[src/rtl/qpskd_pkg.sv]
package qpskd_pkg;

    // Number of segments per carrier period (fixed by the weight scheme)
    localparam int NUM_SEGS = 4;
    // Sum of the largest weights, 1+1+2+3 = 7, fits in three bits
    localparam int SUM_W    = 3;

    typedef logic [SUM_W-1:0] sum_t;
    typedef logic [1:0]       seg_t;

    typedef enum logic [1:0] {
        DIB_00 = 2'b00,
        DIB_01 = 2'b01,
        DIB_10 = 2'b10,
        DIB_11 = 2'b11
    } dibit_e;

    // Timing strobes produced once per segment or period
    typedef struct packed {
        logic samp;   // first clock of a segment
        seg_t seg;    // segment position in the period
        logic first;  // first clock of the period
        logic half;   // first clock of segment 2
        logic last;   // last clock of the period
    } tick_t;

    // Weight added by one segment sample
    function automatic sum_t seg_weight(input seg_t s, input logic lvl);
        sum_t w;
        if (lvl) begin
            w = '0;
        end else begin
            case (s)
                2'd0:    w = sum_t'(1);
                2'd1:    w = sum_t'(1);
                2'd2:    w = sum_t'(2);
                default: w = sum_t'(3);
            endcase
        end
        return w;
    endfunction

    // Period sum to dibit
    function automatic dibit_e sum_to_dibit(input sum_t s);
        dibit_e d;
        case (s)
            sum_t'(5): d = DIB_00;
            sum_t'(2): d = DIB_10;
            sum_t'(4): d = DIB_01;
            sum_t'(3): d = DIB_11;
            default:   d = DIB_00;
        endcase
        return d;
    endfunction

endpackage

[src/rtl/qpskd_seg_timer.sv]
module qpskd_seg_timer
    import qpskd_pkg::*;
#(
    parameter int SEG_CLKS = 2
) (
    input  logic  clk,
    input  logic  rst,
    input  logic  start,
    output tick_t tick
);

    localparam int SUB_W = (SEG_CLKS > 1) ? $clog2(SEG_CLKS) : 1;
    localparam logic [SUB_W-1:0] SUB_LAST = SUB_W'(SEG_CLKS - 1);

    logic [SUB_W-1:0] sub_q;
    seg_t             seg_q;

    always_ff @(posedge clk) begin
        if (rst || !start) begin
            sub_q <= '0;
            seg_q <= '0;
        end else if (sub_q == SUB_LAST) begin
            sub_q <= '0;
            seg_q <= seg_t'(seg_q + 2'd1);
        end else begin
            sub_q <= SUB_W'(sub_q + 1'b1);
        end
    end

    always_comb begin
        tick.samp  = start && (sub_q == '0);
        tick.seg   = seg_q;
        tick.first = start && (seg_q == 2'd0) && (sub_q == '0);
        tick.half  = start && (seg_q == 2'd2) && (sub_q == '0);
        tick.last  = start && (seg_q == 2'd3) && (sub_q == SUB_LAST);
    end

    // period strobes never coincide
    p_strobes_exclusive_r1: assert property (@(posedge clk) disable iff (rst)
        $onehot0({tick.first, tick.half, tick.last}));

    // leaving idle always lands on a period start
    p_idle_to_first_r8: assert property (@(posedge clk) disable iff (rst)
        !start |=> (!start || tick.first));

    // a completed period wraps to the first segment
    p_wrap_r1: assert property (@(posedge clk) disable iff (rst)
        (start && tick.last) |=> (!start || tick.first));

endmodule

[src/rtl/qpskd_weight_acc.sv]
module qpskd_weight_acc
    import qpskd_pkg::*;
(
    input  logic clk,
    input  logic rst,
    input  logic start,
    input  logic mod_in,
    input  logic samp,
    input  seg_t seg,
    input  logic last,
    output sum_t sum_q
);

    sum_t acc_q;
    sum_t w;

    always_comb w = seg_weight(seg, mod_in);

    always_ff @(posedge clk) begin
        if (rst || !start) begin
            acc_q <= '0;
            sum_q <= '0;
        end else begin
            if (samp) begin
                acc_q <= (seg == 2'd0) ? w : sum_t'(acc_q + w);
            end
            if (last) begin
                sum_q <= samp ? sum_t'(acc_q + w) : acc_q;
            end
        end
    end

    // a high first segment leaves the accumulator empty
    p_acc_clear_r10: assert property (@(posedge clk) disable iff (rst)
        (start && samp && seg == 2'd0 && mod_in) |=> (acc_q == '0));

    // a high sample in a later segment adds nothing
    p_high_no_add_r2: assert property (@(posedge clk) disable iff (rst)
        (start && samp && seg != 2'd0 && mod_in) |=> (acc_q == $past(acc_q)));

endmodule

[src/rtl/qpskd_dibit_ser.sv]
module qpskd_dibit_ser
    import qpskd_pkg::*;
(
    input  logic clk,
    input  logic rst,
    input  logic start,
    input  sum_t sum_q,
    input  logic first,
    input  logic half,
    output logic ser_out
);

    logic [1:0] dibit_q;

    always_ff @(posedge clk) begin
        if (rst || !start) begin
            dibit_q <= '0;
            ser_out <= 1'b0;
        end else begin
            if (first) begin
                dibit_q <= sum_to_dibit(sum_q);
                ser_out <= dibit_q[0];
            end
            if (half) begin
                ser_out <= dibit_q[1];
            end
        end
    end

    // output only moves on a half-period boundary
    p_ser_hold_r5: assert property (@(posedge clk) disable iff (rst)
        (start && !first && !half) |=> $stable(ser_out));

    // idle forces the output low
    p_idle_out_r7: assert property (@(posedge clk) disable iff (rst)
        !start |=> !ser_out);

endmodule

[src/rtl/qpskd_demod.sv]
module qpskd_demod
    import qpskd_pkg::*;
#(
    parameter int SEG_CLKS = 2
) (
    input  logic clk,
    input  logic rst,
    input  logic start,
    input  logic mod_in,
    output logic ser_out
);

    tick_t tick;
    sum_t  sum_q;

    qpskd_seg_timer #(.SEG_CLKS(SEG_CLKS)) u_timer (
        .clk   (clk),
        .rst   (rst),
        .start (start),
        .tick  (tick)
    );

    qpskd_weight_acc u_acc (
        .clk    (clk),
        .rst    (rst),
        .start  (start),
        .mod_in (mod_in),
        .samp   (tick.samp),
        .seg    (tick.seg),
        .last   (tick.last),
        .sum_q  (sum_q)
    );

    qpskd_dibit_ser u_ser (
        .clk     (clk),
        .rst     (rst),
        .start   (start),
        .sum_q   (sum_q),
        .first   (tick.first),
        .half    (tick.half),
        .ser_out (ser_out)
    );

    // reset clears the output on the next edge
    p_reset_out_r9: assert property (@(posedge clk)
        rst |=> !ser_out);

endmodule

[config.mk]
export PLATFORM = sky130hd
export DESIGN_NAME = qpskd_demod
export DESIGN_NICKNAME = d
export VERILOG_FILES = /design/src/rtl/qpskd_pkg.sv /design/src/rtl/qpskd_seg_timer.sv /design/src/rtl/qpskd_weight_acc.sv /design/src/rtl/qpskd_dibit_ser.sv /design/src/rtl/qpskd_demod.sv
export SDC_FILE = /design/constraint.sdc
export NUM_CORES = 1
export LEC_CHECK = 0
export ABC_AREA = 1
export BUFFER_PORTS_ARGS = -buffer_cell sky130_fd_sc_hd__buf_2
export CAP_MARGIN = 10
export CELL_PAD_IN_SITES_DETAIL_PLACEMENT = 1
export CELL_PAD_IN_SITES_GLOBAL_PLACEMENT = 2
export CORE_MARGIN = 3
export CORE_UTILIZATION = 35
export DETAILED_ROUTE_END_ITERATION = 8
export GPL_TIMING_DRIVEN = 0
export PLACE_DENSITY = 0.76
export SETUP_SLACK_MARGIN = 0.02
export SYNTH_ARGS = -nofsm -noshare
export SYNTH_HDL_FRONTEND = slang
export SYNTH_SLANG_ARGS = --single-unit
[constraint.sdc]
create_clock -name clk -period 4.65 [get_ports clk]
set_input_delay 0.6975 -clock clk [delete_from_list [all_inputs] [get_ports clk]]
set_output_delay 0.6975 -clock clk [all_outputs]
set_load 0.1 [all_outputs]
Word level (Yosys, flattened, before mapping)
Cells that the tools add are included.

storage, ports and cells
  flip-flop bits (word level) = 12
  input port bits = 4
  word-level logic and storage cells = 36

operators by class
  add/subtract/negate cells = 3
  eq/ne operators = 6
  muxes and demuxes = 7
  bitwise logic cells = 1
  reduce and logical (&&, ||, !) cells = 13

operator list
  kind                                                              count
  3-bit two-way mux                                                 3
  1-bit logical AND                                                 7
  3-bit by 2-bit == test with 1-bit output (second input constant)  2
  2-bit one-hot mux with 3 select lines                             1
  2-bit == test (second input constant)                             2
  2-bit one-hot mux with 2 select lines                             1
  2-bit OR reduction                                                2
  3-bit adder                                                       1
  3-bit == test (second input constant)                             1
  2-bit by 1-bit adder with 2-bit output (second input constant)    1
  2-bit by 1-bit == test with 1-bit output (second input constant)  1
  2-bit logical NOT                                                 1
  1-bit two-way mux                                                 2
  2-bit nonzero test                                                1
  1-bit adder (second input constant)                               1
  1-bit logical NOT                                                 1
  1-bit logical OR                                                  1
  1-bit NOT                                                         1

Longest topological paths before layout
  depth after elaboration = 6
  gate-level depth with buffers = 9
  depth with buffers taken out = 9

Modules after synthesis
Synthesis repeated with hierarchy kept, for this count alone.

unflattened totals
  cells, all modules = 106
  area total of the unflattened synthesis = 705.7 µm²

modules (own cells, without submodules)
  module            instances  cells each  area each (µm²)  sequential area each (µm²)
  qpskd_weight_acc  1          49          349.1            120.1
  qpskd_seg_timer   1          28          191.4            60.1
  qpskd_dibit_ser   1          29          165.2            60.1

Least setup slack after synthesis
Ideal clock, no wire load.

  path kind = input port to flip-flop
  start = input mod_in
  end = register u_acc.acc_q[1]
  setup time = 0.070 ns
  data arrival time = 1.611 ns
  required time = 4.580 ns
  slack = 2.969 ns
  stages on the path = 7
  cell sequence = nor2_1 > ha_1 > fa_1 > nand2_1 > nand2_1 > nand2_1 > a21oi_1

on the way
  cells in the longest elaborated chain, start to end = 3

ends and longest elaborated chain
  what                  line                    RTL
  start, declared       qpskd_demod.sv:9        input logic mod_in,
  3-bit two-way mux *   qpskd_pkg.sv:30         if (lvl) begin
  3-bit adder           qpskd_weight_acc.sv:25  acc_q <= (seg == 2'd0) ? w : sum_t'(acc_q + w);
  3-bit two-way mux *   qpskd_weight_acc.sv:25
  end signal, assigned  qpskd_weight_acc.sv:25
  end, declared         qpskd_weight_acc.sv:14  sum_t acc_q;

Every way passes the cells marked *; elsewhere a longest branch is shown, timed or not.
A chain may end at the register's enable or synchronous reset.

Worst setup path after layout
  start = register u_timer.seg_q[0]
  end = register u_acc.acc_q[2]

on the way
  cells in the longest elaborated chain, start to end = 6
  elaborated cells on any way between the ends = 8

ends and longest elaborated chain
  what                                                                           line                                     RTL
  start, declared                                                                qpskd_seg_timer.sv:16                    seg_t seg_q;
  start signal, assigned                                                         qpskd_seg_timer.sv:24                    seg_q <= seg_t'(seg_q + 2'd1);
  2-bit by 1-bit == test with 1-bit output or 2-bit logical NOT (tied branches)  qpskd_pkg.sv:33, qpskd_weight_acc.sv:25
  2-bit OR reduction (no source line)                                            --
  2-bit one-hot mux with 2 select lines                                          qpskd_pkg.sv:33                          case (s)
  3-bit two-way mux                                                              qpskd_pkg.sv:30
  3-bit adder                                                                    qpskd_weight_acc.sv:25
  3-bit two-way mux *                                                            qpskd_weight_acc.sv:25

Marked as above.

==> results.toml <==
[cts]
ctsHoldBuffers = 0
post-cts-setup-buffers = 0
cts-root-buf = "clkbuf_4"
cts.clk_slew.worst_paths_ps = 80
numCtsBuffers = 3
cts_resized = 0
cts_tree = "built"
h-tree-depth = 1
clockBufferDepth = 2
clk_latency_ps = 270
cts.sinks = 12

[logic_synthesis]
netlist_area_um2 = 636.9
synthTopCellsByArea = "dfxtp_1 38%, ha_1 12%, nand2_1 9.4%, inv_1 6.5%, a21oi_1 6.3%"
yosysWarnings = 0
synth-seq-cells = 12
synth_cell_types = 18
netlist_instances = 81
synth_top_area_share_pct = 37.72
ys_seq_area_share_pct = 37.72
postSynthNetCount = 92
avgSynthCellArea_um2 = 7.862
synth_top_area_cell = "dfxtp_1"

[critical_path]
path_max_fanout = 4
startpoint_type = "flop"
reg2reg_depth = 8
cp_top_family = "adder cells"
crit-reg2reg-launch = "u_timer.seg_q[0]$_SDFFE_PP0P_"
max_stage_delay_ps = 400
crit_type = "flop to flop"
crit_buf_inv = 2
crit_arrival_ps = 2090
cpMostUsedCell = "inv_1"
rr_endpoint = "u_acc.acc_q[2]$_SDFFE_PP0P_"
required_ps = 4860
slowest_stage = "fa_1"
ff2ff_setup_slack_ps = 2770
path_cells = "inv_1 -> ha_1 -> o21bai_1 -> inv_1 -> fa_1 -> xor2_1 -> nand3_1 -> a21oi_1"
worstSetupEndpointType = "flop"

[die]
io_pins = 5
die_h_um = 48.66
initial_core_util_pct = 39.52
core-area_um2 = 1612
fp.dieW_um = 48.66
num_rows = 14
die-area_um2 = 2367

[sta]
setup_viol = 0
fmax_ghz = 0.5325
fin_tns_setup_ps = 0
fin_crit_ps = 1878
finClkSkew_ps = 4.179
grt_setup_unrepaired = "false"
slew_viol_final = 0
slew_headroom_pct = 67.97
hold_violations = 0
tightest_slew_ps = 483.7
period_share_pct = 40.38

[placement]
placed_area_um2 = 686.9
io_buffers = 4
dpl.cell_count = 109
gp_congestion = 0.7265
dp_hpwl_mm = 1.117

[global_route]
grt_pass1_vias = 557
grt_pass1_wl_mm = 2.387
grt_max_degree = 11
grt_antenna_before_repair = 0
grt_usage_pct = 13.38
overflow = 0

[route]
via_per_inst = 4.761
drtAntennaViolNets = 0
drt_iter0_drc = 0
drt_pre_antenna_iters = 1
drcViolationCount = 0
wirelength_mm = 1.385
vias = 538
post_drt_wl_per_cell_um = 12.26

[finish]
nFillCells = 213
fin_cells = 113
area_delta_synth_final_pct = 13.56
drive_gt1_share_pct = 13.48
final_util_pct = 44.88
antenna_cells = 0
fin_area_um2 = 723.2
fin_nets = 101

[power]
pwr-share-seq_pct = 50.0
power.switching_mw = 0.05392
comb_power_share_pct = 10.8
switching_share_pct = 25.28
vdd_drop_max_mv = 0.1331
pwr-share-clk_pct = 39.3
p_int_mw = 0.1594
p_per_area_nw_per_um2 = 295.0
p_leak_nw = 0.3249
power_mw = 0.2133

[min_path]
hp-start = "u_ser.dibit_q[0]$_SDFFE_PP0P_"
min_path_cells = 2
min_to = "u_ser.dibit_q[0]$_SDFFE_PP0P_"
hold_class = "flop to flop"

[run_status]
status = "complete, no violations"

[job]
drv_cap = 0
[layout by cell type (no fill, tap or decap), types with 2 or more instances in the layout]
cell,Yosys,layout
nand3_1,7,7
nor2_1,7,7
inv_1,11,11
o21ai_0,3,3
nand2_1,16,16
a21oi_1,8,8
buf_2,0,4
clkbuf_4,0,3
dfxtp_1,12,12
ha_1,6,6
a211oi_2,2,2
[power groups by stage]
stage	Sequential [mW]	Clock (mW)	Combinational, mW
2_1_floorplan	0.111	0	0.0139
3_3_place_gp	0.109	0	0.0226
3_5_place_dp	0.109	0	0.0233
4_1_cts	0.107	0.0869	0.0234
5_1_grt	0.107	0.0930	0.0257
6_report	0.107	0.0837	0.0230
[cells in the mapped netlist]
library cell / number
a211oi_1: 1
a211oi_2: 2
a21oi_1: 8
buf_6: 1
dfxtp_1: 12
fa_1: 1
ha_1: 6
inv_1: 11
inv_2: 1
nand2_1: 16
nand3_1: 7
nand4_1: 1
nor2_1: 7
o211ai_1: 1
o21ai_0: 3
o21bai_1: 1
or2_1: 1
xor2_1: 1
[per-stage QoR]
stage          worst slack, ps  hold WS (ps)
3_3_place_gp              2811         454.9
3_5_place_dp              2772         459.8
4_1_cts                   2746         472.3
2_1_floorplan             2969         443.5
6_report                  2772         470.4
5_1_grt                   2579         496.4
[worst min-delay path, stage by stage, from the launching register on]
cell and delay [ps]:
dfxtp_1 320, nand2_1 60, a21oi_1 50
[flip-flops by register name (all words and copies together) (netlist names)]
name           cells
u_acc.acc_q        3
u_acc.sum_q        3
u_ser.dibit_q      2
u_timer.seg_q      2
u_ser.ser_out      1
u_timer.sub_q      1
[worst max path at each step]
| stage | slack [ps] | start | end | cells after the start |
|---|---|---|---|---|
| final | 2770 | u_timer.seg_q[0]$_SDFFE_PP0P_ | u_acc.acc_q[2]$_SDFFE_PP0P_ | 8 |
| after global routing | 2580 | u_timer.seg_q[0]$_SDFFE_PP0P_ | u_acc.acc_q[2]$_SDFFE_PP0P_ | 8 |
| after CTS | 2750 | u_timer.seg_q[0]$_SDFFE_PP0P_ | u_acc.acc_q[2]$_SDFFE_PP0P_ | 8 |
| after detailed placement | 2770 | mod_in | u_acc.acc_q[2]$_SDFFE_PP0P_ | 7 |
| after global placement | 2810 | mod_in | u_acc.acc_q[1]$_SDFFE_PP0P_ | 8 |
| after floorplan | 2970 | mod_in | u_acc.acc_q[1]$_SDFFE_PP0P_ | 7 |
[metal layers]
| layer | GRT usage, % | wire [µm] | vias to the layer above |
|---|---|---|---|
| met5 | 0 | 0 | - |
| met4 | 5.687 | 8 | 0 |
| met3 | 2.761 | 37 | 2 |
| met2 | 22.85 | 638 | 4 |
| met1 | 16.10 | 701 | 254 |
| li1 | - | - | 278 |
[kinds of logic (layout without fill, tap and decap cells)]
kind of cell / Yosys count / after routing / share of synthesized area [%]
flops: 12 / 12 / 37.72
buf+inv: 13 / 21 / 8.840
simple gates: 32 / 32 / 21.02
fa+ha+maj: 7 / 7 / 14.93
xor+xnor: 1 / 1 / 1.375
compound gates: 16 / 16 / 16.11
[area by class of cell]
type / instances / area (µm²) / area share (%)
inverter: 12 / 45.04 / 6.228
tap: 24 / 30.03 / 4.152
multi-input combinational: 56 / 340.3 / 47.06
buffer: 1 / 11.26 / 1.557
clock buffer: 4 / 36.28 / 5.017
sequential: 12 / 240.2 / 33.22
timing repair buffer: 4 / 20.02 / 2.768
Note: power is estimated with default switching activity, not from simulation.
